### src/rtl/dac_ctrl_pkg.sv
// Shared types for the dual-channel DAC register controller.
package dac_ctrl_pkg;
    localparam int SEL_W = 2;
    // Channel selector as it appears in the frame: {B-bit, A-bit}.
    typedef enum logic [SEL_W-1:0] {
        SEL_NONE = 2'b00,
        SEL_A    = 2'b01,
        SEL_B    = 2'b10,
        SEL_BOTH = 2'b11
    } chan_sel_e;
endpackage

### src/rtl/pin_sync.sv
// Two-flop synchroniser for a bundle of independent asynchronous pins.
// Assumes each bit is quasi-static relative to clk; no bus coherency.
module pin_sync #(
    parameter int          W       = 1,
    parameter logic [W-1:0] RST_VAL = '0
) (
    input  logic         clk,
    input  logic         rst_n,
    input  logic [W-1:0] d,
    output logic [W-1:0] q
);
    logic [W-1:0] stage1;

    // Two register stages; reset to the idle level of each pin.
    always_ff @(posedge clk) begin
        if (!rst_n) begin
            stage1 <= RST_VAL;
            q      <= RST_VAL;
        end else begin
            stage1 <= d;
            q      <= stage1;
        end
    end
endmodule

### src/rtl/frame_shifter.sv
// Collects serial bits into a frame register and flags a complete frame.
// Inputs are already synchronised. Assumes the serial clock high and low
// phases each last at least two system clock cycles.
module frame_shifter #(
    parameter int DATA_W = 16
) (
    input  logic                          clk,
    input  logic                          rst_n,
    input  logic                          sclk_s,
    input  logic                          cs_n_s,
    input  logic                          din_s,
    output logic                          commit,
    output logic [dac_ctrl_pkg::SEL_W-1:0] sel,
    output logic [DATA_W-1:0]             word
);
    localparam int FRAME_W = DATA_W + dac_ctrl_pkg::SEL_W;
    localparam int CNT_W   = $clog2(FRAME_W + 1);
    localparam logic [CNT_W-1:0] CNT_FULL = CNT_W'(FRAME_W);

    logic               sclk_d, cs_d;
    logic [FRAME_W-1:0] shreg;
    logic [CNT_W-1:0]   cnt;
    logic               sclk_rise, cs_rise;

    // Edge detection on the synchronised serial clock and select.
    always_comb begin
        sclk_rise = sclk_s & ~sclk_d;
        cs_rise   = cs_n_s & ~cs_d;
    end

    // Shift on serial clock rises within a frame; count bits, saturating.
    always_ff @(posedge clk) begin
        if (!rst_n) begin
            sclk_d <= 1'b0;
            cs_d   <= 1'b1;
            shreg  <= '0;
            cnt    <= '0;
        end else begin
            sclk_d <= sclk_s;
            cs_d   <= cs_n_s;
            if (cs_n_s) begin
                cnt <= '0;
            end else if (sclk_rise) begin
                shreg <= {shreg[FRAME_W-2:0], din_s};
                if (cnt != CNT_FULL) cnt <= cnt + CNT_W'(1);
            end
        end
    end

    // A frame counts only if it held at least FRAME_W bits.
    always_comb begin
        commit = cs_rise && (cnt == CNT_FULL);
        sel    = shreg[FRAME_W-1 -: dac_ctrl_pkg::SEL_W];
        word   = shreg[DATA_W-1:0];
    end

    AST_CNT_BOUND: assert property (@(posedge clk) disable iff (!rst_n)
        cnt <= CNT_FULL);
    AST_SHIFT_GATED: assert property (@(posedge clk) disable iff (!rst_n)
        cs_n_s |=> $stable(shreg));
    AST_SHORT_DROP: assert property (@(posedge clk) disable iff (!rst_n)
        (cs_rise && cnt != CNT_FULL) |-> !commit);
endmodule

### src/rtl/chan_regs.sv
// One channel: input register written by a frame commit, and a DAC register
// that copies it while the load strobe is active. Preset wins over both.
module chan_regs #(
    parameter int DATA_W = 16
) (
    input  logic              clk,
    input  logic              rst_n,
    input  logic              preset_act,
    input  logic [DATA_W-1:0] preset_val,
    input  logic              wr_en,
    input  logic [DATA_W-1:0] wr_data,
    input  logic              load_act,
    output logic [DATA_W-1:0] dac_q
);
    logic [DATA_W-1:0] in_q;

    // Input register: preset first, then frame write.
    always_ff @(posedge clk) begin
        if (!rst_n || preset_act) in_q <= preset_val;
        else if (wr_en)           in_q <= wr_data;
    end

    // DAC register: preset first, then transparent copy while loading.
    always_ff @(posedge clk) begin
        if (!rst_n || preset_act) dac_q <= preset_val;
        else if (load_act)        dac_q <= in_q;
    end

    AST_PRESET_FORCE: assert property (@(posedge clk) disable iff (!rst_n)
        preset_act |=> (dac_q == $past(preset_val)));
    AST_LOAD_HOLD: assert property (@(posedge clk) disable iff (!rst_n)
        (!preset_act && !load_act) |=> $stable(dac_q));
    AST_LOAD_FOLLOW: assert property (@(posedge clk) disable iff (!rst_n)
        (!preset_act && load_act) |=> (dac_q == $past(in_q)));
    AST_PRESET_WINS: assert property (@(posedge clk) disable iff (!rst_n)
        (preset_act && wr_en) |=> (in_q == $past(preset_val)));
endmodule

### src/rtl/dual_dac_ctrl.sv
// Top of the dual-channel serial DAC register controller. Synchronises the
// pins, assembles frames, decodes the channel selector and drives both
// channel register pairs. Assumes mid_sel is a static strap.
module dual_dac_ctrl #(
    parameter int DATA_W = 16
) (
    input  logic              clk,
    input  logic              rst_n,
    input  logic              ser_clk,
    input  logic              ser_cs_n,
    input  logic              ser_din,
    input  logic              load_n,
    input  logic              preset_n,
    input  logic              mid_sel,
    output logic [DATA_W-1:0] dac_a,
    output logic [DATA_W-1:0] dac_b
);
    import dac_ctrl_pkg::*;

    localparam int NCH   = 2;
    localparam int SYNC_W = 5;
    localparam logic [DATA_W-1:0] MID_VAL = DATA_W'(1) << (DATA_W - 1);
    // Idle levels: {ser_clk, ser_cs_n, ser_din, load_n, preset_n}
    localparam logic [SYNC_W-1:0] SYNC_IDLE = 5'b01011;

    logic [SYNC_W-1:0] pins_s;
    logic              sclk_s, cs_n_s, din_s, load_n_s, preset_n_s;
    logic              commit;
    logic [SEL_W-1:0]  sel_raw;
    chan_sel_e         sel;
    logic [DATA_W-1:0] word;
    logic [DATA_W-1:0] preset_val;
    logic [NCH-1:0]    wr_en;
    logic [DATA_W-1:0] dac_word [NCH];

    pin_sync #(.W(SYNC_W), .RST_VAL(SYNC_IDLE)) u_sync (
        .clk   (clk),
        .rst_n (rst_n),
        .d     ({ser_clk, ser_cs_n, ser_din, load_n, preset_n}),
        .q     (pins_s)
    );

    // Unpack the synchronised pin bundle.
    always_comb {sclk_s, cs_n_s, din_s, load_n_s, preset_n_s} = pins_s;

    frame_shifter #(.DATA_W(DATA_W)) u_shift (
        .clk    (clk),
        .rst_n  (rst_n),
        .sclk_s (sclk_s),
        .cs_n_s (cs_n_s),
        .din_s  (din_s),
        .commit (commit),
        .sel    (sel_raw),
        .word   (word)
    );

    // Selector decode into per-channel write enables (ch0 = A, ch1 = B).
    always_comb begin
        sel        = chan_sel_e'(sel_raw);
        preset_val = mid_sel ? MID_VAL : '0;
        wr_en[0]   = commit && (sel == SEL_A || sel == SEL_BOTH);
        wr_en[1]   = commit && (sel == SEL_B || sel == SEL_BOTH);
    end

    for (genvar ch = 0; ch < NCH; ch++) begin : g_chan
        chan_regs #(.DATA_W(DATA_W)) u_chan (
            .clk        (clk),
            .rst_n      (rst_n),
            .preset_act (!preset_n_s),
            .preset_val (preset_val),
            .wr_en      (wr_en[ch]),
            .wr_data    (word),
            .load_act   (!load_n_s),
            .dac_q      (dac_word[ch])
        );
    end

    assign dac_a = dac_word[0];
    assign dac_b = dac_word[1];

    AST_NONE_WRITES: assert property (@(posedge clk) disable iff (!rst_n)
        (commit && sel == SEL_NONE) |-> (wr_en == '0));
endmodule

### config.mk
export PLATFORM = sky130hd
export DESIGN_NAME = dual_dac_ctrl
export DESIGN_NICKNAME = d
export VERILOG_FILES = /design/src/rtl/dac_ctrl_pkg.sv /design/src/rtl/pin_sync.sv /design/src/rtl/frame_shifter.sv /design/src/rtl/chan_regs.sv /design/src/rtl/dual_dac_ctrl.sv
export SDC_FILE = /design/constraint.sdc
export NUM_CORES = 1
export LEC_CHECK = 0
export BUFFER_PORTS_ARGS = -buffer_cell sky130_fd_sc_hd__buf_2
export CELL_PAD_IN_SITES_DETAIL_PLACEMENT = 1
export CELL_PAD_IN_SITES_GLOBAL_PLACEMENT = 1
export CORE_MARGIN = 2
export CORE_UTILIZATION = 40
export CTS_BUF_LIST = sky130_fd_sc_hd__clkbuf_8
export DETAILED_ROUTE_END_ITERATION = 10
export HOLD_SLACK_MARGIN = 0.02
export PLACE_DENSITY = 0.74
export SLEW_MARGIN = 20
export SYNTH_ARGS = -nofsm -noshare
export SYNTH_HDL_FRONTEND = slang
export SYNTH_SLANG_ARGS = --single-unit
### constraint.sdc
create_clock -name clk -period 2.3 [get_ports clk]
set_input_delay 0.115 -clock clk [delete_from_list [all_inputs] [get_ports clk]]
set_output_delay 0.115 -clock clk [all_outputs]
set_load 0.02 [all_outputs]
# Yosys cells after proc, flatten, opt, wreduce, memory -nomap -nowiden

Cells that the tools add are included.

Bits of input ports: 8
Word-level logic and storage cells: 45
Output and inout bits: 32
Register bits: 99

Multiplexer cells: 9
Equal/unequal tests: 6
$add $sub $neg: 1
Reductions and logical operators: 13
Bitwise gates (word level): 6

Operators with widths:

| cell                | number |
|---|---|
| $mux 16             | 9 |
| $add 5x1->5 const B | 1 |
| $eq 5x5->1 const B  | 1 |
| $ne 5x5->1 const B  | 1 |
| $eq 2x2->1 const B  | 2 |
| $not 1->1           | 4 |
| $reduce_and 2->1    | 2 |
| $reduce_bool 2->1   | 2 |
| $logic_and 1x1->1   | 3 |
| $logic_or 1x1->1    | 3 |
| $and 1x1->1         | 2 |
| $eq 2x1->1 const B  | 1 |
| $logic_not 1->1     | 2 |
| $ne 2x1->1 const B  | 1 |
| $reduce_or 2->1     | 1 |

# Longest topological paths before layout

Depth in word-level cells: 6
Gate-level depth with buffers: 5
Depth with buffers taken out: 5

# Modules after synthesis

From an unflattened synthesis, not the netlist that was laid out.

Cells, all modules: 280
Area total of the unflattened synthesis: 4339.2 µm²

By module, submodules not included:

| module        | sequential area each (µm²) | area each (µm²) | instances | cells each |
|---|---|---|---|---|
| chan_regs     | 960.9                      | 1524.0          | 2         | 71 |
| frame_shifter | 500.5                      | 1004.7          | 1         | 113 |
| pin_sync      | 200.2                      | 262.8           | 1         | 20 |
| dual_dac_ctrl | 0.0                        | 23.8            | 1         | 5 |

# Worst setup path after synthesis

OpenSTA, ideal clock, no wires.

Path type: flip-flop to flip-flop
Start point: reg u_sync.q[0]
End point: reg g_chan[0].u_chan.dac_q[0] (enable)
Required time: 1739 ps
Library setup time: 561 ps
Clock period less this slack: 1936 ps
Path buffers: 1
Stages on the path, launching flop included: 3
Arrival: 1375 ps
Path slack: 364 ps
Cells stage by stage: dfxtp_1 clkbuf_1 nand3_1

Word-level cells in the longest chain between the ends: 3

RTL lines:

| element                     | line                | text |
|---|---|---|
| start, declared             | pin_sync.sv:10      | `output logic [W-1:0] q` |
| start signal, assigned      | pin_sync.sv:21      | `q <= stage1;` |
| $logic_not 1->1             | dual_dac_ctrl.sv:69 | `.preset_act (!preset_n_s),` |
| $logic_or 1x1->1            | chan_regs.sv:25     | `if (!rst_n \|\| preset_act) dac_q <= preset_val;` |
| $ne 2x1->1 (no source line) | n/a                 |  |
| end signal, assigned        | chan_regs.sv:25     |  |
| end signal, assigned        | chan_regs.sv:26     | `else if (load_act) dac_q <= in_q;` |
| end, declared               | chan_regs.sv:13     | `output logic [DATA_W-1:0] dac_q` |

No other way between the ends.
A chain may end at the register's enable or synchronous reset.

# Worst setup path in the final report

Start point: reg u_shift.cnt[1]
End point: reg g_chan[0].u_chan.in_q[11] (enable)

Word-level cells in the longest chain between the ends: 4

RTL lines:

| element                            | line                | text |
|---|---|---|
| start, declared                    | frame_shifter.sv:22 | `logic [CNT_W-1:0] cnt;` |
| start signal, assigned             | frame_shifter.sv:45 | `if (cnt != CNT_FULL) cnt <= cnt + CNT_W'(1);` |
| $eq 5x5->1                         | frame_shifter.sv:52 | `commit = cs_rise && (cnt == CNT_FULL);` |
| $logic_and 1x1->1                  | frame_shifter.sv:52 |  |
| $logic_and 1x1->1                  | dual_dac_ctrl.sv:61 | `wr_en[0] = commit && (sel == SEL_A \|\| sel == SEL_BOTH);` |
| $reduce_bool 2->1 (no source line) | n/a                 |  |
| end signal, assigned               | chan_regs.sv:19     | `if (!rst_n \|\| preset_act) in_q <= preset_val;` |
| end signal, assigned               | chan_regs.sv:20     | `else if (wr_en) in_q <= wr_data;` |
| end, declared                      | chan_regs.sv:15     | `logic [DATA_W-1:0] in_q;` |

No other way between the ends.

==> results.json <==
{
  "rows": 34,
  "finalClockSkew_ns": 0.0135,
  "antenna_found_initial": 0,
  "r2r-start": "u_shift.cnt[1]$_SDFFE_PP0P_",
  "post-route-min-period_ns": 1.80,
  "drtAntennaViolNets": 0,
  "clock.fmax_mhz": 557,
  "drt_iter0_drc": 131,
  "powerDensity_mw_per_mm2": 795,
  "synth_seq_area_share": 0.736,
  "first_pass_iters": 4,
  "cts_setup_buffers": 0,
  "num_io_pins": 40,
  "clk_pin_slew_ns": 0.10,
  "cp.arrival_ns": 1.85,
  "cts_resized": 0,
  "ir_worst_vdd_v": 0.000277,
  "core-area_sq_mm": 0.00868,
  "status": "completed",
  "fin_util": 0.472,
  "die_w_um": 98.4,
  "ys_seq_elements": 99,
  "cp-start-kind": "flop",
  "leakagePower_uw": 0.00169,
  "wl_met2_um": 3240,
  "routedWlPerCell_um": 15.2,
  "drv_cap": 0,
  "maxSlewViolCount": 0,
  "syn2layout_area_growth_pct": 15.0,
  "grt_setup_unrepaired": "no",
  "placed_cell_area_sq_mm": 0.00387,
  "fin_setup_tns_ns": 0,
  "root_buffer": "clkbuf_8",
  "critPathCaptureType": "flop",
  "syn_inst": 265,
  "m1WireLength_um": 2810,
  "tritoncts": "built",
  "clock_sinks": 99,
  "layout_setup_ws_ns": 0.503,
  "cp_max_fo": 16,
  "ctsHoldBuffers": 5,
  "io_buffers": 39,
  "finalNetCount": 319,
  "ys_warn_count": 0,
  "worstSetupStartpoint": "u_shift.cnt[1]$_SDFFE_PP0P_",
  "post-place-ws_ns": 0.522,
  "final_area_sq_mm": 0.00410,
  "syn-num-nets": 275,
  "viasPerCell": 4.96,
  "ys_types": 27,
  "gr-usage-all-layers": 0.143,
  "drive_gt1_frac": 0.197,
  "antenna_cells": 0,
  "worstSetupPathType": "reg2reg",
  "cts_buffers": 9,
  "grt_pass1_wl_um": 10700,
  "routed-wl-met3_um": 248,
  "routed_wl_um": 6420,
  "syn_area_per_cell_sq_um": 13.4,
  "slew_headroom": 0.523,
  "crit_required_ns": 2.35,
  "finalCritPeriodShare": 0.781,
  "setup_viol": 0,
  "grt_pass1_vias": 2111,
  "htreeDepth": 3,
  "finalHoldViolations": 0,
  "die_y_um": 98.4,
  "dp_hpwl_um": 3980,
  "dr.max_layer_used": "met4",
  "hp-start": "mid_sel",
  "drc": 0,
  "hold_class": "in2reg",
  "dr_total_vias": 2093,
  "clockBufferDepth": 2,
  "worst_slew_pin_slew_ns": 0.714,
  "grt_overflow": 0,
  "initial_utilization": 0.410,
  "insertion_delay_ns": 0.37,
  "syn-cell-area_sq_mm": 0.00356,
  "die_area_sq_mm": 0.00968,
  "grt_max_degree": 50,
  "place.gp.congestion": 0.696
}
[Yosys cell counts (all sizes together)]
master / n / share of area
nand2: 44 / 0.046
nand3: 5 / 0.0070
or4: 1 / 0.0021
inv: 2 / 0.0021
ha: 2 / 0.0070
a21boi: 18 / 0.038
nor3b: 1 / 0.0053
clkbuf: 13 / 0.014
a21oi: 4 / 0.0056
a21o: 2 / 0.0042
or3b: 2 / 0.0049
edfxtp: 64 / 0.54
nand3b: 2 / 0.0042
or3: 3 / 0.0053
nand2b: 7 / 0.012
and2: 5 / 0.0088
nor4bb: 1 / 0.0028
and2b: 1 / 0.0021
o211ai: 1 / 0.0021
o21ai: 3 / 0.0042
nor4b: 1 / 0.0025
buf: 3 / 0.0042
dfxtp: 35 / 0.20
and3: 45 / 0.079
[critical path, stage by stage (launching register included)]
cell and delay, ns:
dfxtp_1 0.39, ha_1 0.18, nand3b_1 0.09, nor4b_1 0.38, a21o_1 0.18, buf_4 0.25
[registers in the layout (all words and copies together) (netlist names)]
register,count
g_chan.u_chan.dac_q,32
g_chan.u_chan.in_q,32
u_shift.shreg,18
u_shift.cnt,5
u_sync.q,5
u_sync.stage1,5
u_shift.cs_d,1
u_shift.sclk_d,1
[power breakdown]
group | switching [uW] | leakage [uW] | internal, uW
clock | 635 | 0.0000931 | 411
combinational | 145 | 0.000642 | 69.2
sequential | 20.8 | 0.000958 | 1970
[layout by cell type, fill, tap and decap left out]
cell / count
inv_2: 1
buf_2: 39
a21boi_1: 10
or3b_1: 1
inv_6: 5
a21oi_1: 4
nor4b_1: 1
inv_1: 1
buf_4: 5
nor3b_4: 1
or3_1: 3
nand2b_1: 7
a21o_1: 2
dlygate4sd3_1: 5
clkinv_4: 1
ha_1: 2
nand3b_1: 2
dfxtp_1: 35
and2b_1: 1
and2_1: 5
nand3_1: 5
or4_1: 1
edfxtp_1: 64
a21boi_0: 8
nand2_1: 44
clkbuf_8: 9
o21ai_0: 3
o211ai_1: 1
or3b_2: 1
nor4bb_1: 1
clkinv_1: 1
and3_1: 45
[layer usage]
layer | up-vias | track usage
met5 | - | 0
met4 | 0 | 0.0590
met3 | 9 | 0.0408
met2 | 36 | 0.246
met1 | 1014 | 0.167
li1 | 1034 | -
[path summary, 6_finish.rpt]
| check | slack [ns] | to | depth (start not counted) |
|---|---|---|---|
| min reg2reg | 0.40 | u_sync.q[1]$_SDFF_PN1_ | 1 |
| max reg2reg | 0.50 | g_chan[0].u_chan.in_q[11]$_DFFE_PP_ | 5 |
| max | 0.50 | g_chan[0].u_chan.in_q[11]$_DFFE_PP_ | 5 |
| min | 0.1 | g_chan[1].u_chan.dac_q[15]$_DFFE_PP_ | 3 |
[per-stage QoR]
stage	instances	hold WS (ns)	power, uW
5_1_grt	422	0.0933	3390
2_1_floorplan	265	0.216	2170
4_1_cts	422	0.0689	3300
3_5_place_dp	401	0.301	2250
6_report	422	0.0957	3260
3_3_place_gp	401	0.299	2230
[cells by family after synthesis]
group	Yosys count	synth area share
adders and majority gates	2	0.00702
and+or+nand+nor	118	0.183
AOI/OAI and AO/OA	28	0.0541
DFF	99	0.736
buffers and inverters	18	0.0200
[cell type report]
type / count / area [sq um]
fill: 913 / 4580
sequential: 99 / 2620
multi-input combinational: 148 / 868
timing repair buffer: 49 / 283
tap: 108 / 135
clock buffer: 9 / 124
clock inverter: 7 / 56.3
inverter: 2 / 7.51
Note: power is estimated with default switching activity, not from simulation.
